**src/rtl/rst_supervisor.sv**
```systemverilog
`timescale 1ns/1ps
module rst_supervisor #(
  parameter int TD_TICKS     = 180000,
  parameter int TOUT_TICKS   = 1400000,
  parameter int HAS_MR       = 1,
  parameter int HAS_WDOG     = 1,
  parameter int HAS_HIGH_OUT = 1
) (
  input  logic clk,
  input  logic rst_ni,
  input  logic supply_ok,
  input  logic mr_n,
  input  logic wd_strobe,
  output logic rst_out_n,
  output logic rst_out
);
  localparam int TD_W = $clog2(TD_TICKS + 1);
  localparam int WD_W = $clog2(TOUT_TICKS + 1);
  localparam logic [TD_W-1:0] TD_LAST = TD_W'(TD_TICKS - 1);
  localparam logic [WD_W-1:0] WD_LAST = WD_W'(TOUT_TICKS - 1);

  logic [1:0]      mr_sync;
  logic [2:0]      wd_sync;
  logic            active;
  logic [TD_W-1:0] td_cnt;
  logic [WD_W-1:0] wd_cnt;
  logic            hold, wd_edge, wd_fire;

  always_ff @(posedge clk or negedge rst_ni)
    if (!rst_ni) begin
      mr_sync <= 2'b11;
      wd_sync <= 3'b000;
    end else begin
      mr_sync <= {mr_sync[0], mr_n};
      wd_sync <= {wd_sync[1:0], wd_strobe};
    end

  assign hold    = !supply_ok || (HAS_MR != 0 && !mr_sync[1]);
  assign wd_edge = wd_sync[2] ^ wd_sync[1];
  assign wd_fire = (HAS_WDOG != 0) && !active && !hold && !wd_edge && (wd_cnt == WD_LAST);

  always_ff @(posedge clk or negedge rst_ni)
    if (!rst_ni) begin
      active <= 1'b1;
      td_cnt <= '0;
    end else if (hold || wd_fire) begin
      active <= 1'b1;
      td_cnt <= '0;
    end else if (active) begin
      if (td_cnt == TD_LAST) begin
        active <= 1'b0;
        td_cnt <= '0;
      end else begin
        td_cnt <= td_cnt + 1'b1;
      end
    end

  always_ff @(posedge clk or negedge rst_ni)
    if (!rst_ni)
      wd_cnt <= '0;
    else if (HAS_WDOG == 0 || active || hold || wd_edge || wd_fire)
      wd_cnt <= '0;
    else
      wd_cnt <= wd_cnt + 1'b1;

  assign rst_out_n = supply_ok && !active;
  assign rst_out   = (HAS_HIGH_OUT != 0) ? !rst_out_n : 1'b0;

  p_supply_hold_r1: assert property (@(posedge clk) disable iff (!rst_ni)
    !supply_ok |=> active);
  p_release_count_r2: assert property (@(posedge clk) disable iff (!rst_ni)
    $fell(active) |-> $past(td_cnt) == TD_LAST);
  p_mr_force_r3: assert property (@(posedge clk) disable iff (!rst_ni)
    (HAS_MR != 0 && !mr_sync[1]) |=> active);
  p_edge_rearm_r4: assert property (@(posedge clk) disable iff (!rst_ni)
    (wd_edge && !active) |=> wd_cnt == '0);
  p_timeout_r5: assert property (@(posedge clk) disable iff (!rst_ni)
    wd_fire |=> (active && td_cnt == '0 && wd_cnt == '0));
  p_wd_frozen_r6: assert property (@(posedge clk) disable iff (!rst_ni)
    active |=> wd_cnt == '0);
endmodule

```
**config.mk**
```make
export PLATFORM = sky130hd
export DESIGN_NAME = rst_supervisor
export DESIGN_NICKNAME = d
export VERILOG_FILES = /design/src/rtl/rst_supervisor.sv
export SDC_FILE = /design/constraint.sdc
export NUM_CORES = 1
export LEC_CHECK = 0
export ABC_AREA = 1
export CORE_MARGIN = 4
export CORE_UTILIZATION = 55
export DETAILED_ROUTE_END_ITERATION = 8
export GPL_ROUTABILITY_DRIVEN = 0
export PLACE_DENSITY = 0.74
export SLEW_MARGIN = 20
export SYNTH_ARGS = -nofsm -noshare
export SYNTH_HDL_FRONTEND = slang
export SYNTH_SLANG_ARGS = --single-unit
```
**constraint.sdc**
```tcl
create_clock -name clk -period 1.6 [get_ports clk]
set_input_delay 0.32 -clock clk [delete_from_list [all_inputs] [get_ports clk]]
set_output_delay 0.32 -clock clk [all_outputs]
set_load 0.01 [all_outputs]
```
==> summary.txt <==
HOLD PATH
-------------------------------------------------------------------------------------
Min-Delay Path Class                                                          reg2reg

FLOORPLANNING
-------------------------------------------------------------------------------------
Die footprint                                                              5944 sq um
Overall die height                                                           77.10 um
Die outline width                                                            77.10 um
Core box area                                                              4474 sq um
Cell row count                                                                     24
Top-Level Pins                                                                      7
Initial cell density of the core                                               58.70%

CLOCKING
-------------------------------------------------------------------------------------
Clock-pin slew of the registers on the worst-case setup and hold paths        0.08 ns
Root Buffer                                                                  clkbuf_8
Number of clock buffers inserted by TritonCTS                                       5
CTS max path bufs                                                                   2
Insertion delay to the later sink of the worst-skew pair                      0.29 ns
CTS tree                                                                        built
Count of clock tree sinks                                                          45
H-tree levels                                                                       2

LOGIC SYNTHESIS
-------------------------------------------------------------------------------------
Post-synthesis cell type count                                                     28
Share of synthesized area occupied by flip-flops and latches                   43.02%
Total standard cell area after synthesis                                   2626 sq um
Mean cell area of the mapped netlist                                      7.547 sq um
Count of state elements after synthesis                                            45
Dominant synthesized flop cell                                                dfrtp_1
Cells after Synth                                                                 348
Total of warnings raised by yosys                                                   0
Share of synthesized registers carrying an async set or reset                  100.0%
Synth Net Count                                                                   355
Count of flip-flops with a built-in enable after synthesis                          0

FINISH
-------------------------------------------------------------------------------------
Leading cell type in the layout, fill and taps excluded                       nand2_1
Area grow syn2layout                                                           17.29%
Utilization after layout                                                       68.85%
Number of cells in the finished layout apart from fillers                         438
Antenna diode count                                                                 0
Share of post-route cells with drive strength above 1                          22.28%
Number of nets in the layout                                                      392
Leading cell types in the layout, fill and taps excluded                 nand2_1 (84), nor2_1 (42), dfrtp_1 (41), nand3_1 (40), inv_1 (38)

TIMING
-------------------------------------------------------------------------------------
Worst Setup Slack, final                                                   0.05293 ns
Final period util                                                              96.69%
Slew at the pin closest to its max-slew limit                               0.4385 ns
Setup Skew                                                                0.006627 ns
Final setup violation count                                                         0
Final-layout worst hold slack                                               0.3550 ns
Final critical-path required period                                          1.547 ns
Maximum clock frequency                                                     646.4 MHz
Rel. slew slack                                                                70.77%
Final Slew Violations                                                               0
Number of hold-slack violations in the final timing report                          0

ROUTING
-------------------------------------------------------------------------------------
Routed via count divided by cell count                                          5.148
Number of vias after detailed routing                                            2255
Post-route antenna net violation count                                              0
Remaining design rule violation count                                               0
WL per Instance                                                              12.74 um
Number of DRC markers after the initial detailed-route iteration                  186
Final Routed Wirelength                                                       5582 um
Pre-antenna DRT Iters                                                               4

PWR
-------------------------------------------------------------------------------------
Total leakage power                                                       0.001404 uW
Overall power                                                                 1901 uW
VDD IR-drop max                                                              542.0 uV
Pwr/cell area                                                            617.1 nW/um^2

PLACEMENT
-------------------------------------------------------------------------------------
Detailed-placement wirelength estimate                                        4070 um
Number of I/O port buffers                                                          6
Setup slack at placement                                                   -0.1865 ns
Placed Instances                                                                  425

GLOBAL ROUTING
-------------------------------------------------------------------------------------
Gr usage total                                                                 19.46%
Largest net degree at the start of global routing                                  21
Via count of the first global-routing pass                                       2041
Global-route wire length before repair                                        9466 um
Initial antenna violation count                                                     0
Global route overflow                                                               0

WORST SETUP PATH
-------------------------------------------------------------------------------------
Worst-path cell chain                                                    ha_2 > nand2_2 > inv_2 > nand3_4 > nor2_4 > nand3_2 > nand2_2 > nor2_4 > buf_12 > nand2_1 > nand2_1
Endpoint required time on the critical path                                   1.78 ns
Arrival time reported for the critical path endpoint                          1.73 ns
CP Buf/Inv Count                                                                    2
Highest fanout seen on the critical path                                           18
Startpoint class of the critical path                                        register
Largest delay share family, worst path                                   simple AND/OR/NAND/NOR gates
Type of the worst setup path                                                  reg2reg
Critical Path End Type                                                       register
Cell with the biggest individual delay on the critical path                   dfrtp_1
Slowest stage delay, CP                                                       0.37 ns

STATUS
-------------------------------------------------------------------------------------
Result of the run                                                        finished, final reports clean

FLOW RUN
-------------------------------------------------------------------------------------
Max-cap violation count                                                             0

[through the flow]
step / area (sq um) / setup TNS (ns)
after floorplan: 2626 / 0
after CTS: 2997 / 0
after global routing: 3080 / -0.04965
final: 3080 / 0
after detailed placement: 2894 / -5.749
after global placement: 2894 / -5.218
[worst paths after layout]
path                                      start               endpoint  slack, ns  cells after the start
setup / recovery            wd_cnt[1]$_DFF_PN0_  td_cnt[1]$_DFFE_PN0P_       0.05                     11
hold / removal             wd_sync[0]$_DFF_PN0_   wd_sync[1]$_DFF_PN0_       0.35                      0
setup reg to reg            wd_cnt[1]$_DFF_PN0_  td_cnt[1]$_DFFE_PN0P_       0.05                     11
hold reg to reg            wd_sync[0]$_DFF_PN0_   wd_sync[1]$_DFF_PN0_       0.35                      0
max in group asynchronous                rst_ni  td_cnt[5]$_DFFE_PN0P_       0.51                      3
min in group asynchronous                rst_ni   wd_cnt[10]$_DFF_PN0_       0.49                      2
[synthesized netlist by cell type (2+ instances only)]
cell | count | area, sq um
a21oi_1 | 6 | 30.03
buf_4 | 2 | 15.01
buf_6 | 3 | 33.78
dfrtp_1 | 42 | 1051
dfstp_2 | 3 | 78.83
ha_1 | 2 | 25.02
inv_1 | 38 | 142.6
inv_2 | 6 | 22.52
nand2_1 | 86 | 322.8
nand2_2 | 15 | 93.84
nand3_1 | 41 | 205.2
nand4_1 | 8 | 50.05
nor2_1 | 46 | 172.7
nor2_2 | 5 | 31.28
nor2_4 | 2 | 22.52
nor3_1 | 11 | 55.05
nor3_2 | 3 | 30.03
xnor2_1 | 5 | 43.79
xor2_1 | 15 | 131.4
[layout make-up]
cell class / instances / area, sq um
Tap cell: 52 / 65.06
Inverter: 46 / 173.9
Multi-Input combinational cell: 251 / 1330
Sequential cell: 45 / 1131
Clock inverter: 2 / 10.01
Timing Repair Buffer: 36 / 297.8
Fill cell: 357 / 1394
Clock buffer: 6 / 72.57
[cells by family after synthesis]
kind of cell / synth area share, %
XOR/XNOR: 6.670
buffers and inverters: 8.622
adder cells (fa/ha/maj): 0.9527
AO/OA/AOI/OAI: 1.715
flip-flops: 43.02
AND/OR/NAND/NOR: 39.02
[metal layers]
metal  part of all wire [%]  up-vias  track usage, %
met5                      0        -               0
met4                   0.34        0           3.737
met3                    5.8        2           3.981
met2                     43       64           27.53
met1                     51     1026           30.66
li1                       -     1163               -
[repair_timing]
| item | 4_1_cts | 5_1_grt |
|---|---|---|
| gates resized for setup | 3 | 17 |
| setup buffers | 1 | 4 |
| setup endpoints to repair | 3 | 34 |
| pin swaps | 0 | 5 |
| endpoints found under the hold margin | 18 | 0 |
| hold buffers | 1 | 0 |
[power breakdown]
part           internal (uW)  switching [uW]  total, uW  leakage, uW
sequential              1150            4.80       1150     0.000609
combinational           28.4            43.6       72.0     0.000750
clock                    303             374        677    0.0000450
total                   1480             422       1900      0.00140
[sequential cells by signal, summed over array words and instances, names as in the netlist]
signal / flops
wd_sync: 3
mr_sync: 2
active: 1
wd_cnt: 21
td_cnt: 18
(Power assumes the default switching activity.)
